--- src/rtl/ir_pwm_pkg.sv ---
package ir_pwm_pkg;
  parameter int DUR_W     = 8;
  parameter int PRE_SEL_W = 3;
  parameter int ADDR_W    = 3;
  localparam int PRE_CNT_W = (1 << PRE_SEL_W) - 1;

  localparam logic [ADDR_W-1:0] A_CTRL  = 3'd0;
  localparam logic [ADDR_W-1:0] A_PRE   = 3'd1;
  localparam logic [ADDR_W-1:0] A_HIW   = 3'd2;
  localparam logic [ADDR_W-1:0] A_LOW   = 3'd3;
  localparam logic [ADDR_W-1:0] A_CDIV  = 3'd4;
  localparam logic [ADDR_W-1:0] A_FLAG  = 3'd5;
  localparam logic [ADDR_W-1:0] A_IE    = 3'd6;

  typedef struct packed {
    logic                 irOn;
    logic                 gate;
    logic                 lowPri;
    logic                 pinEn;
    logic                 hiEn;
    logic                 loEn;
    logic                 carEn;
    logic [PRE_SEL_W-1:0] hiPre;
    logic [PRE_SEL_W-1:0] loPre;
    logic [DUR_W-1:0]     hiWidth;
    logic [DUR_W-1:0]     loWidth;
    logic [DUR_W-1:0]     carDiv;
  } cfg_t;

  typedef struct packed {
    logic             idle;
    logic             load;
    logic             dec;
    logic [DUR_W-1:0] loadVal;
  } stb_t;
endpackage

--- src/rtl/ir_pwm_datapath.sv ---
module ir_pwm_datapath
  import ir_pwm_pkg::*;
(
  input  logic clk,
  input  logic rstN,
  input  cfg_t cfg,
  input  stb_t stb,
  output logic tickHi,
  output logic tickLo,
  output logic cntZero,
  output logic carLvl
);
  logic [PRE_CNT_W-1:0] preCnt;
  logic [DUR_W-1:0]     durCnt;
  logic [DUR_W-1:0]     carCnt;
  logic [PRE_CNT_W-1:0] tapMask [2];
  logic [1:0]           tapHit;

  // one mask per timer: low p bits of the shared prescaler count
  for (genvar g = 0; g < 2; g++) begin : gTap
    logic [PRE_SEL_W-1:0] sel;
    assign sel = (g == 0) ? cfg.hiPre : cfg.loPre;
    assign tapMask[g] = PRE_CNT_W'((1 << sel) - 1);
    assign tapHit[g]  = (preCnt & tapMask[g]) == tapMask[g];
  end

  assign tickHi  = tapHit[0];
  assign tickLo  = tapHit[1];
  assign cntZero = (durCnt == '0);

  always_ff @(posedge clk) begin
    if (!rstN) begin
      preCnt <= '0;
      durCnt <= '0;
      carCnt <= '0;
      carLvl <= 1'b0;
    end else begin
      preCnt <= stb.idle ? '0 : preCnt + 1'b1;
      if (stb.load)     durCnt <= stb.loadVal;
      else if (stb.dec) durCnt <= durCnt - 1'b1;
      if (stb.idle) begin
        carCnt <= '0;
        carLvl <= 1'b0;
      end else if (cfg.carEn) begin
        if (carCnt == cfg.carDiv) begin
          carCnt <= '0;
          carLvl <= ~carLvl;
        end else begin
          carCnt <= carCnt + 1'b1;
        end
      end
    end
  end
endmodule

--- src/rtl/ir_pwm_ctrl.sv ---
module ir_pwm_ctrl
  import ir_pwm_pkg::*;
(
  input  logic              clk,
  input  logic              rstN,
  input  logic              wrEn,
  input  logic [ADDR_W-1:0] wrAddr,
  input  logic [DUR_W-1:0]  wrData,
  input  logic              tickHi,
  input  logic              tickLo,
  input  logic              cntZero,
  input  logic              carLvl,
  output cfg_t              cfg,
  output stb_t              stb,
  output logic              segHigh,
  output logic              irOut,
  output logic              irOutEn,
  output logic              hiFlag,
  output logic              loFlag,
  output logic              irq
);
  logic [1:0] ieBits;
  logic       lowOnly, advance, segEnd, nextHigh, flagWr;

  assign lowOnly  = cfg.lowPri & cfg.gate;
  assign advance  = cfg.irOn & (segHigh ? (tickHi & cfg.hiEn) : (tickLo & cfg.loEn));
  assign segEnd   = advance & cntZero;
  assign nextHigh = segHigh ? 1'b0 : ~lowOnly;
  assign flagWr   = wrEn && (wrAddr == A_FLAG);

  always_comb begin
    stb.idle    = ~cfg.irOn;
    stb.load    = ~cfg.irOn | segEnd;
    stb.dec     = advance & ~cntZero;
    if (~cfg.irOn) stb.loadVal = lowOnly ? cfg.loWidth : cfg.hiWidth;
    else           stb.loadVal = nextHigh ? cfg.hiWidth : cfg.loWidth;
  end

  always_ff @(posedge clk) begin
    if (!rstN) begin
      cfg    <= '0;
      ieBits <= '0;
    end else if (wrEn) begin
      case (wrAddr)
        A_CTRL: {cfg.carEn, cfg.loEn, cfg.hiEn, cfg.pinEn,
                 cfg.lowPri, cfg.gate, cfg.irOn} <= wrData[6:0];
        A_PRE:  begin
                  cfg.hiPre <= wrData[PRE_SEL_W-1:0];
                  cfg.loPre <= wrData[4 +: PRE_SEL_W];
                end
        A_HIW:  cfg.hiWidth <= wrData;
        A_LOW:  cfg.loWidth <= wrData;
        A_CDIV: cfg.carDiv  <= wrData;
        A_IE:   ieBits      <= wrData[1:0];
        default: ;
      endcase
    end
  end

  always_ff @(posedge clk) begin
    if (!rstN) begin
      segHigh <= 1'b1;
      hiFlag  <= 1'b0;
      loFlag  <= 1'b0;
    end else begin
      if (~cfg.irOn)  segHigh <= ~lowOnly;
      else if (segEnd) segHigh <= nextHigh;
      hiFlag <= (segEnd & segHigh)  | (hiFlag & ~(flagWr & ~wrData[0]));
      loFlag <= (segEnd & ~segHigh) | (loFlag & ~(flagWr & ~wrData[1]));
    end
  end

  always_comb begin
    if (~cfg.irOn)   irOut = 1'b1;
    else if (segHigh) irOut = cfg.gate ? carLvl : 1'b1;
    else              irOut = 1'b0;
  end

  assign irOutEn = cfg.pinEn;
  assign irq     = (hiFlag & ieBits[0]) | (loFlag & ieBits[1]);
endmodule

--- src/rtl/ir_pwm_gen.sv ---
module ir_pwm_gen
  import ir_pwm_pkg::*;
(
  input  logic              clk,
  input  logic              rstN,
  input  logic              wrEn,
  input  logic [ADDR_W-1:0] wrAddr,
  input  logic [DUR_W-1:0]  wrData,
  output logic              irOut,
  output logic              irOutEn,
  output logic              hiFlag,
  output logic              loFlag,
  output logic              irq
);
  cfg_t cfg;
  stb_t stb;
  logic segHigh, tickHi, tickLo, cntZero, carLvl;

  ir_pwm_ctrl u_ctrl (
    .clk(clk), .rstN(rstN), .wrEn(wrEn), .wrAddr(wrAddr), .wrData(wrData),
    .tickHi(tickHi), .tickLo(tickLo), .cntZero(cntZero), .carLvl(carLvl),
    .cfg(cfg), .stb(stb), .segHigh(segHigh), .irOut(irOut), .irOutEn(irOutEn),
    .hiFlag(hiFlag), .loFlag(loFlag), .irq(irq)
  );

  ir_pwm_datapath u_dp (
    .clk(clk), .rstN(rstN), .cfg(cfg), .stb(stb),
    .tickHi(tickHi), .tickLo(tickLo), .cntZero(cntZero), .carLvl(carLvl)
  );
endmodule

--- config.mk ---
export PLATFORM = sky130hd
export DESIGN_NAME = ir_pwm_gen
export DESIGN_NICKNAME = d
export VERILOG_FILES = /design/src/rtl/ir_pwm_pkg.sv /design/src/rtl/ir_pwm_datapath.sv /design/src/rtl/ir_pwm_ctrl.sv /design/src/rtl/ir_pwm_gen.sv
export SDC_FILE = /design/constraint.sdc
export NUM_CORES = 1
export LEC_CHECK = 0
export BUFFER_PORTS_ARGS = -buffer_cell sky130_fd_sc_hd__buf_2
export CAP_MARGIN = 10
export CORE_ASPECT_RATIO = 0.75
export CORE_UTILIZATION = 60
export DETAILED_ROUTE_END_ITERATION = 16
export GPL_ROUTABILITY_DRIVEN = 0
export PLACE_DENSITY = 0.79
export REMOVE_ABC_BUFFERS = 1
export SYNTH_ARGS = -nofsm -noshare
export SYNTH_HDL_FRONTEND = slang
export SYNTH_SLANG_ARGS = --single-unit
--- constraint.sdc ---
create_clock -name clk -period 3.05 [get_ports clk]
set_input_delay 0.61 -clock clk [delete_from_list [all_inputs] [get_ports clk]]
set_output_delay 0.61 -clock clk [all_outputs]
set_load 0.03 [all_outputs]
==> impl_metrics.json, run 1 <==
{
  "grt_use_total": 0.266,
  "stdcell_area_um2": 3580,
  "power_leakage_nw": 1.30,
  "die_area_um2": 5830,
  "fin_tns_setup_ps": 0,
  "skew_ps": 9.78,
  "min_period_over_period": 0.850,
  "ant_nets": 0,
  "fmax_mhz": 386,
  "reg2regPathDepth": 8,
  "setup-violations-final": 0,
  "postCtsSetupBuffers": 0,
  "finalHoldViolCount": 0,
  "initial_core_util": 0.622,
  "power_frac_comb": 0.075,
  "cts_tree": "built",
  "power.switching_mw": 0.427,
  "p_per_area_nw_per_um2": 463,
  "worstPathRequired_ps": 3320,
  "drt_iter0_drc": 164,
  "ys_async_sr_fraction": 0,
  "viasPerCell": 5.59,
  "ys_seq_area_frac": 0.399,
  "clk_latency_ps": 350,
  "placedCellCount": 470,
  "grt_pass1_vias": 2403,
  "hp-class": "reg2reg",
  "grt_first_pass_wirelength_um": 11500,
  "power.internal_mw": 1.23,
  "cp_cell_sequence": "or3_1 > ha_1 > or4b_1 > o211ai_1 > nor3_2 > o2bb2ai_2 > and4_1 > nor3_1",
  "synth_cell_types": 61,
  "cts.sinks": 66,
  "holdBufCountCts": 0,
  "io_pins": 19,
  "dr_total_vias": 2715,
  "antenna_found_initial": 0,
  "maxSlewHeadroom": 0.350,
  "fin_hold_ws_ps": 458,
  "finalWorstSetupSlack_ps": 458,
  "fin_cells": 486,
  "drc": 0,
  "num_rows": 23,
  "critPathMaxFanout": 13,
  "layout_min_cycle_time_ps": 2590,
  "cp_slowest_stage_delay_ps": 470,
  "setup.worst_path.end_class": "flip-flop",
  "outcome": "complete, no violations",
  "syn_area_per_cell_um2": 8.39,
  "rsz0062_at_grt": "no",
  "synth_edf_count": 0,
  "drv_slew": 0,
  "ys_ff_latch": 66,
  "synth_warnings": 0,
  "rr_endpoint": "u_dp.durCnt[2]$_SDFFE_PN0P_",
  "worstSetupPathType": "reg2reg",
  "netlist_instances": 395,
  "seq_power_share": 0.536,
  "tightest_slew_ps": 968,
  "r2r-start": "u_ctrl.cfg[29]$_SDFFE_PN0P_",
  "cts_root_buf": "clkbuf_8",
  "placed_area_um2": 3410,
  "ys.flop_type": "dfxtp_1",
  "syn2layout_area_growth_pct": 8.19,
  "post_cts_resized": 0,
  "holdPathStages": 2,
  "portBuffers": 18,
  "min_to": "u_ctrl.cfg[11]$_SDFFE_PN0P_",
  "grt_max_degree": 46,
  "coreArea_um2": 5320,
  "nets": 425,
  "drt_first_pass_iters": 7,
  "grt_overflow": 0,
  "slowest_stage": "or4b_1",
  "clk_path_buf_depth": 2,
  "clock_power_share": 0.389,
  "diodes": 0,
  "numCtsBuffers": 9,
  "hold_start": "u_ctrl.cfg[11]$_SDFFE_PN0P_",
  "clkTransAtPathRegs_ps": 70,
  "dp_slack_ps": 477,
  "ir_drop_v": 0.000219,
  "hpwl_um": 5150,
  "wl_per_cell_um": 15.0,
  "drt-total-wl_um": 7270,
  "maxCapViolations": 0,
  "die_y_um": 66.4,
  "crit_arrival_ps": 2860,
  "swShare": 0.257,
  "start_kind": "flip-flop",
  "drive_gt1_frac": 0.124,
  "h-tree-depth": 3,
  "syn_area_um2": 3310,
  "die_w_um": 87.8,
  "rrSetupSlack_ps": 460
}
[through the flow]
stage                util  power (mW)
floorplan               -       0.986
global placement    0.641        1.03
detailed placement  0.641        1.03
CTS                 0.673        1.67
global route        0.673        1.72
finish              0.673        1.66
[sequential cells by signal, summed over array words and instances, names as in the netlist]
signal,count
u_ctrl.loFlag,1
u_ctrl.segHigh,1
u_dp.preCnt,7
u_dp.durCnt,8
u_dp.carLvl,1
u_ctrl.irOutEn,1
u_dp.carCnt,8
u_ctrl.hiFlag,1
u_ctrl.cfg,36
u_ctrl.ieBits,2
[critical path, delay by kind of cell (launching register included)]
| kind | cells | cell delay, ps |
|---|---|---|
| flops | 1 | 400 |
| simple gates | 5 | 1410 |
| fa+ha+maj | 1 | 260 |
| compound gates | 2 | 440 |
[worst max path at each step]
stage                                  end                         from  slack [ps]  cells past startpoint
2_1_floorplan  u_dp.durCnt[0]$_SDFFE_PN0P_  u_ctrl.cfg[29]$_SDFFE_PN0P_         670                      8
3_3_place_gp   u_dp.durCnt[0]$_SDFFE_PN0P_  u_ctrl.cfg[29]$_SDFFE_PN0P_         540                      8
3_5_place_dp   u_dp.durCnt[0]$_SDFFE_PN0P_  u_ctrl.cfg[29]$_SDFFE_PN0P_         480                      8
4_1_cts        u_dp.durCnt[2]$_SDFFE_PN0P_  u_ctrl.cfg[29]$_SDFFE_PN0P_         460                      8
5_1_grt        u_dp.durCnt[2]$_SDFFE_PN0P_  u_ctrl.cfg[29]$_SDFFE_PN0P_         300                      8
6_report       u_dp.durCnt[2]$_SDFFE_PN0P_  u_ctrl.cfg[29]$_SDFFE_PN0P_         460                      8
[placed cells by master, fill, tap and decap left out, types with 3 or more instances in the layout]
cell,synthesis,layout
dfxtp_1,66,66
nand4_1,5,5
xor2_1,9,9
inv_1,3,3
and3_1,4,4
nor2b_1,7,7
nand2_1,75,75
mux2i_1,25,25
nand2b_1,5,5
nand3_1,13,13
xnor2_1,12,12
o21ai_0,10,10
ha_1,5,5
nor3_1,4,4
o211ai_1,3,3
a31oi_1,3,3
buf_2,4,18
clkbuf_8,0,10
or3_1,4,4
o22ai_1,3,3
a21oi_1,32,32
nor2_1,43,43
o31a_1,3,3
clkinv_2,0,3
[per-layer routing]
metal | vias up | share of wire | GRT usage
li1 | 1390 | - | -
met1 | 1279 | 0.51 | 0.361
met2 | 37 | 0.45 | 0.410
met3 | 9 | 0.028 | 0.0762
met4 | 0 | 0.014 | 0.0717
met5 | - | 0 | 0
[power by group through the flow]
| stage | Clock, mW | Sequential, mW | Combinational [mW] |
|---|---|---|---|
| after floorplan | 0 | 0.905 | 0.0807 |
| after global placement | 0 | 0.908 | 0.120 |
| after detailed placement | 0 | 0.909 | 0.123 |
| after CTS | 0.655 | 0.889 | 0.124 |
| after global routing | 0.690 | 0.891 | 0.138 |
| final | 0.646 | 0.889 | 0.125 |
[synthesized netlist by cell type (all sizes together), types with 3 or more instances]
library cell  count  share of area
a21oi            32          0.048
a31oi             3         0.0057
and3              5          0.011
buf               7          0.014
clkbuf           12          0.014
dfxtp            66           0.40
ha                5          0.019
inv               4         0.0045
mux2              3          0.010
mux2i            25          0.076
nand2            75          0.085
nand2b            5         0.0094
nand3            14          0.023
nand4             5         0.0094
nor2             43          0.049
nor2b             7          0.013
nor3              6          0.012
o211ai            3         0.0068
o21ai            10          0.015
o22ai             4         0.0094
o31a              3         0.0079
or3               4         0.0076
xnor2            12          0.032
xor2              9          0.024
[area by class of cell]
class / instances / area, um2
timing repair buffer: 19 / 97.6
sequential: 66 / 1320
multi-input combinational: 305 / 1880
fill: 428 / 1740
tap: 75 / 93.8
inverter: 5 / 18.8
clock buffer: 11 / 141
clock inverter: 5 / 30.0
[cell families after synthesis]
logic type | share of synthesized area
compound gates | 0.145
buf+inv | 0.0332
xor+xnor | 0.0555
fa+ha+maj | 0.0189
mux | 0.0857
simple gates | 0.263
flops | 0.399
(Power assumes the default switching activity.)
==> inputs of run 2 (changes only) <==
--- a/config.mk
+++ b/config.mk
@@ -5,13 +5,14 @@
 export SDC_FILE = /design/constraint.sdc
 export NUM_CORES = 1
 export LEC_CHECK = 0
+export ABC_AREA = 1
 export BUFFER_PORTS_ARGS = -buffer_cell sky130_fd_sc_hd__buf_2
 export CAP_MARGIN = 10
 export CORE_ASPECT_RATIO = 0.75
-export CORE_UTILIZATION = 60
+export CORE_UTILIZATION = 61
 export DETAILED_ROUTE_END_ITERATION = 16
 export GPL_ROUTABILITY_DRIVEN = 0
-export PLACE_DENSITY = 0.79
+export PLACE_DENSITY = 0.8
 export REMOVE_ABC_BUFFERS = 1
 export SYNTH_ARGS = -nofsm -noshare
 export SYNTH_HDL_FRONTEND = slang
==> constraint.sdc (replaced) <==
create_clock -name clk -period 2.7 [get_ports clk]
set_input_delay 0.54 -clock clk [delete_from_list [all_inputs] [get_ports clk]]
set_output_delay 0.54 -clock clk [all_outputs]
set_load 0.03 [all_outputs]
==> impl_metrics.json, run 2 <==
{
  "layout_min_cycle_time_ps": 2220,
  "portBuffers": 18,
  "layout_commonest_cell": "nor2_1",
  "maxSlewHeadroom": 0.702,
  "tightest_slew_ps": 447,
  "num_rows": 23,
  "cts_tree": "built",
  "worstPathRequired_ps": 2940,
  "power_mw": 2.29,
  "die_y_um": 67.2,
  "io_pins": 19,
  "outcome": "complete, no violations",
  "largest_reg_flops": 36,
  "clk_latency_ps": 350,
  "drc": 0,
  "setup-violations-final": 0,
  "critPathMostFrequentCell": "nand2_1",
  "hp-class": "in2reg",
  "antenna_found_initial": 0,
  "setup.worst_path.end_class": "flip-flop",
  "cts.sinks": 66,
  "ys.flop_type": "dfxtp_1",
  "cp_cell_sequence": "inv_2 > nand2_1 > ha_1 > nand2_1 > nand2_1 > nand3_1 > nand2_2 > nor2_4 > nor2_2 > nand2_2 > o21ai_0 > o21bai_1 > inv_1",
  "reg_top3": "u_ctrl.cfg (36), u_dp.carCnt (8), u_dp.durCnt (8)",
  "rsz0062_at_grt": "no",
  "fmax_mhz": 450,
  "maxCapViolations": 0,
  "slowest_stage": "dfxtp_1",
  "yosys-top-cells-count": "107 x nor2_1, 69 x o21ai_0, 66 x dfxtp_1, 66 x nand2_1, 61 x inv_1",
  "grt_use_total": 0.296,
  "power_leakage_nw": 1.69,
  "drv_slew": 0,
  "yosys-top-cells-area": "dfxtp_1 38%, nor2_1 12%, o21ai_0 10%",
  "skew_ps": 6.46,
  "rrSetupSlack_ps": 480,
  "start_kind": "flip-flop",
  "synth_cell_types": 33,
  "ir_drop_v": 0.000465,
  "synth.most_common_cell": "nor2_1",
  "die_area_um2": 5970,
  "power.switching_mw": 0.564,
  "crit_arrival_ps": 2470,
  "dr_total_vias": 3332,
  "syn_area_um2": 3460,
  "initial_core_util": 0.639,
  "drive_gt1_frac": 0.112,
  "wl_per_cell_um": 13.2,
  "diodes": 0,
  "ys_seq_area_frac": 0.382,
  "finalHoldViolCount": 0,
  "dp_slack_ps": 565,
  "power.internal_mw": 1.72,
  "min_period_over_period": 0.823,
  "cts_root_buf": "clkbuf_8",
  "grt_pass1_vias": 2930,
  "grt_overflow": 0,
  "numCtsBuffers": 9,
  "regMostFlops": "u_ctrl.cfg",
  "post_cts_resized": 0,
  "p_per_area_nw_per_um2": 593,
  "syn2layout_area_growth_pct": 11.5,
  "seq_power_share": 0.449,
  "viasPerCell": 5.45,
  "clkTransAtPathRegs_ps": 70,
  "drt_first_pass_iters": 4,
  "synth_warnings": 0,
  "coreArea_um2": 5410,
  "clk_path_buf_depth": 2,
  "fin_hold_ws_ps": 470,
  "synth_edf_count": 0,
  "clock_power_share": 0.451,
  "die_w_um": 88.9,
  "grt_first_pass_wirelength_um": 13300,
  "yosysTopAreaCellShare": 0.382,
  "ant_nets": 0,
  "grt_max_degree": 48,
  "swShare": 0.247,
  "nFillCells": 484,
  "mostFrequentLayoutCells": "107 x nor2_1, 69 x o21ai_0, 66 x nand2_1, 66 x dfxtp_1, 61 x inv_1",
  "hpwl_um": 5760,
  "yosys.area.top_type": "dfxtp_1",
  "fin_tns_setup_ps": 0,
  "ys_ff_latch": 66,
  "drt_iter0_drc": 222,
  "netlist_instances": 511,
  "nets": 550,
  "drt-total-wl_um": 8040,
  "cp_slowest_stage_delay_ps": 550,
  "postCtsSetupBuffers": 0,
  "worstSetupPathType": "reg2reg",
  "syn_area_per_cell_um2": 6.76,
  "power_frac_comb": 0.100,
  "critPathMaxFanout": 15,
  "h-tree-depth": 3,
  "ys_async_sr_fraction": 0,
  "finalWorstSetupSlack_ps": 477,
  "holdBufCountCts": 0
}
==> run 2: cell types whose count changed after synthesis, moves of 8 or more <==
cell and change:
a21oi_1 -8, o21ai_0 +59, inv_1 +58, nand2_1 -9, xnor2_1 -9, nor2_1 +64
mux2i_1 -24, nand3_1 +17
==> run 2: metal layers <==
| metal | GRT usage | vias to the layer above | share of wire |
|---|---|---|---|
| met3 | 0.0575 | 18 | 0.058 |
| met1 | 0.410 | 1513 | 0.49 |
| met4 | 0.131 | 0 | 0.021 |
| li1 | - | 1692 | - |
| met5 | 0 | - | 0 |
| met2 | 0.449 | 109 | 0.43 |
==> run 2: kinds of logic (layout without fill, tap and decap cells) <==
family	after synthesis	after routing	synth area share
AOI/OAI and AO/OA	107	107	0.163
xor gates and xnor gates	14	14	0.0355
adders and majority gates	5	5	0.0181
buffers and inverters	81	106	0.0945
DFF	66	66	0.382
muxes	1	1	0.00290
and+or+nand+nor	237	237	0.304
==> run 2: path summary, 6_finish.rpt <==
check,end,start,depth (start not counted)
max,u_dp.durCnt[5]$_SDFFE_PN0P_,u_ctrl.cfg[29]$_SDFFE_PN0P_,13
min,u_ctrl.cfg[23]$_SDFFE_PN0P_,wrData[7],3
max reg2reg,u_dp.durCnt[5]$_SDFFE_PN0P_,u_ctrl.cfg[29]$_SDFFE_PN0P_,13
min reg2reg,u_ctrl.cfg[12]$_SDFFE_PN0P_,u_ctrl.cfg[12]$_SDFFE_PN0P_,2
==> run 2: final cells by class <==
cell class | instances | area [um2] | area share
Clock buffer | 10 | 138 | 0.0357
Clock inverter | 6 | 114 | 0.0295
Inverter | 67 | 251 | 0.0653
Multi-Input combinational cell | 364 | 1810 | 0.469
Sequential cell | 66 | 1320 | 0.343
Tap cell | 75 | 93.8 | 0.0244
Timing Repair Buffer | 23 | 128 | 0.0331
==> run 2: through the flow <==
| stage | utilization | cell area [um2] | std cells |
|---|---|---|---|
| 6_report | 0.712 | 3850 | 611 |
| 4_1_cts | 0.712 | 3850 | 611 |
| 3_5_place_dp | 0.666 | 3600 | 595 |
| 3_3_place_gp | 0.666 | 3600 | 595 |
| 2_1_floorplan | - | 3380 | 497 |
| 5_1_grt | 0.712 | 3850 | 611 |
==> run 2: worst max-delay path, delay by kind of cell (launching register included) <==
family                     cells  cell delay, ps
and+or+nand+nor                8             800
DFF                            1             550
AOI/OAI and AO/OA              2             330
adders and majority gates      1             280
buffers and inverters          2             160
==> run 2: power by group through the flow <==
| stage | clock network (mW) | registers [mW] | logic (mW) |
|---|---|---|---|
| after global routing | 1.08 | 1.03 | 0.258 |
| final | 1.03 | 1.03 | 0.229 |
| after global placement | 0 | 1.05 | 0.216 |
| after detailed placement | 0 | 1.05 | 0.223 |
| after CTS | 1.04 | 1.03 | 0.225 |
| after floorplan | 0 | 1.04 | 0.155 |
==> inputs of run 3 (changes only) <==
--- a/config.mk
+++ b/config.mk
@@ -9,10 +9,10 @@
 export BUFFER_PORTS_ARGS = -buffer_cell sky130_fd_sc_hd__buf_2
 export CAP_MARGIN = 10
 export CORE_ASPECT_RATIO = 0.75
-export CORE_UTILIZATION = 61
+export CORE_UTILIZATION = 55
 export DETAILED_ROUTE_END_ITERATION = 16
 export GPL_ROUTABILITY_DRIVEN = 0
-export PLACE_DENSITY = 0.8
+export PLACE_DENSITY = 0.76
 export REMOVE_ABC_BUFFERS = 1
 export SYNTH_ARGS = -nofsm -noshare
 export SYNTH_HDL_FRONTEND = slang
==> constraint.sdc (replaced) <==
create_clock -name clk -period 2 [get_ports clk]
set_input_delay 0.4 -clock clk [delete_from_list [all_inputs] [get_ports clk]]
set_output_delay 0.4 -clock clk [all_outputs]
set_load 0.03 [all_outputs]
==> impl_metrics.json, run 3 (same netlist as run 2, synthesis figures left out) <==
{
  "outcome": "finished, violations left",
  "violations": "setup timing",
  "rsz0062_at_grt": "yes",
  "p_per_area_nw_per_um2": 780,
  "seq_power_share": 0.439,
  "worstSetupPathType": "reg2reg",
  "cts.sinks": 66,
  "io_pins": 19,
  "skew_ps": 8.46,
  "reg2regPathDepth": 14,
  "tightest_slew_ps": 471,
  "ir_drop_v": 0.000472,
  "finalWorstSetupSlack_ps": -33.7,
  "dr_total_vias": 3387,
  "clkTransAtPathRegs_ps": 80,
  "drc": 0,
  "critPathMaxFanout": 7,
  "grt_first_pass_wirelength_um": 13800,
  "power_mw": 3.15,
  "grt_max_degree": 48,
  "numCtsBuffers": 9,
  "drt-total-wl_um": 8790,
  "holdPathStages": 3,
  "swShare": 0.257,
  "ant_nets": 0,
  "finalHoldViolCount": 0,
  "die_y_um": 70.6,
  "syn2layout_area_growth_pct": 17.0,
  "clk_latency_ps": 360,
  "fin_tns_setup_ps": -98.5,
  "hpwl_um": 5950,
  "portBuffers": 18,
  "drive_gt1_frac": 0.162,
  "stdcell_area_um2": 4040,
  "coreArea_um2": 5950,
  "setup.worst_path.end_class": "flip-flop",
  "maxCapViolations": 0,
  "drv_slew": 0,
  "grt_pass1_vias": 2952,
  "grt_overflow": 0,
  "power.internal_mw": 2.34,
  "drt_iter0_drc": 265,
  "num_rows": 24,
  "worstPathRequired_ps": 2260,
  "drt_first_pass_iters": 5,
  "cts_tree": "built",
  "h-tree-depth": 3,
  "die_w_um": 93.5,
  "power.switching_mw": 0.812,
  "clock_power_share": 0.452,
  "maxSlewHeadroom": 0.685,
  "antenna_found_initial": 0,
  "min_period_over_period": 1.02,
  "start_kind": "flip-flop",
  "power_leakage_nw": 1.77,
  "viasPerCell": 5.41,
  "setup-violations-final": 5,
  "crit_arrival_ps": 2290,
  "grt_use_total": 0.274,
  "largest_reg_flops": 36,
  "clk_path_buf_depth": 2,
  "hp-class": "in2reg",
  "layout_commonest_cell": "nor2_1",
  "layout_min_cycle_time_ps": 2030,
  "die_area_um2": 6610,
  "cts_root_buf": "clkbuf_8",
  "reg_top3": "u_ctrl.cfg (36), u_dp.carCnt (8), u_dp.durCnt (8)",
  "initial_core_util": 0.581,
  "regMostFlops": "u_ctrl.cfg",
  "nets": 562,
  "diodes": 0,
  "wl_per_cell_um": 14.0,
  "placed_area_um2": 3660,
  "fmax_mhz": 492,
  "mostFrequentLayoutCells": "103 x nor2_1, 68 x o21ai_0, 62 x nand2_1, 62 x dfxtp_1, 61 x inv_1",
  "power_frac_comb": 0.109,
  "holdBufCountCts": 0
}
==> run 3: worst paths after layout <==
check	slack, ps	to	start
max	-30	u_dp.durCnt[5]$_SDFFE_PN0P_	u_ctrl.cfg[28]$_SDFFE_PN0P_
min reg2reg	480	u_ctrl.cfg[0]$_SDFFE_PN0P_	u_ctrl.cfg[0]$_SDFFE_PN0P_
max reg2reg	-30	u_dp.durCnt[5]$_SDFFE_PN0P_	u_ctrl.cfg[28]$_SDFFE_PN0P_
min	310	u_ctrl.cfg[7]$_SDFFE_PN0P_	wrData[7]
==> run 3: critical path, stage by stage (launching register included) <==
cell and delay [ps]:
dfxtp_4 370, nor2_4 120, nand2_2 80, ha_4 270
nor2_2 30, nor2_1 110, nand3_1 90, nor2_1 120
nand2_1 90, nor2_4 170, nand2_4 110, nand3_4 130
nor2_2 50, o21bai_1 150, inv_1 50
==> run 3: routing by layer <==
layer  share of wire  track usage  vias up
met1            0.47        0.380     1532
met2            0.44        0.424      118
met5               0            0        -
li1                -            -     1722
met4           0.013       0.0752        0
met3           0.078       0.0720       15
==> run 3: final cells by class <==
cell class,instances,area [um2]
Multi-Input combinational cell,366,1910
Fill cell,508,1900
Sequential cell,66,1330
Inverter,67,254
Timing Repair Buffer,33,203
Clock buffer,10,138
Clock inverter,6,113
Tap cell,78,97.6
==> run 3: what timing repair did <==
item	4_1_cts	5_1_grt
gates cloned	0	2
endpoints found under the hold margin	0	0
endpoints found under the setup margin	5	8
pin swaps	0	16
buffers inserted	0	3
gates resized for setup	2	26
==> run 3: stage by stage <==
step           worst slack (ps)   util  cells  hold slack (ps)
2_1_floorplan               134      -    497              440
3_3_place_gp               79.2  0.615    605              460
3_5_place_dp             -0.432  0.615    605              473
4_1_cts                    18.7  0.658    621              312
5_1_grt                    -163  0.680    626              317
6_report                  -33.7  0.680    626              314
==> run 3: power by group through the flow <==
stage	logic, mW	registers (mW)	clock network, mW
after global routing	0.387	1.39	1.50
after detailed placement	0.314	1.41	0
after floorplan	0.210	1.41	0
final	0.345	1.38	1.42
after CTS	0.317	1.38	1.43
after global placement	0.302	1.41	0
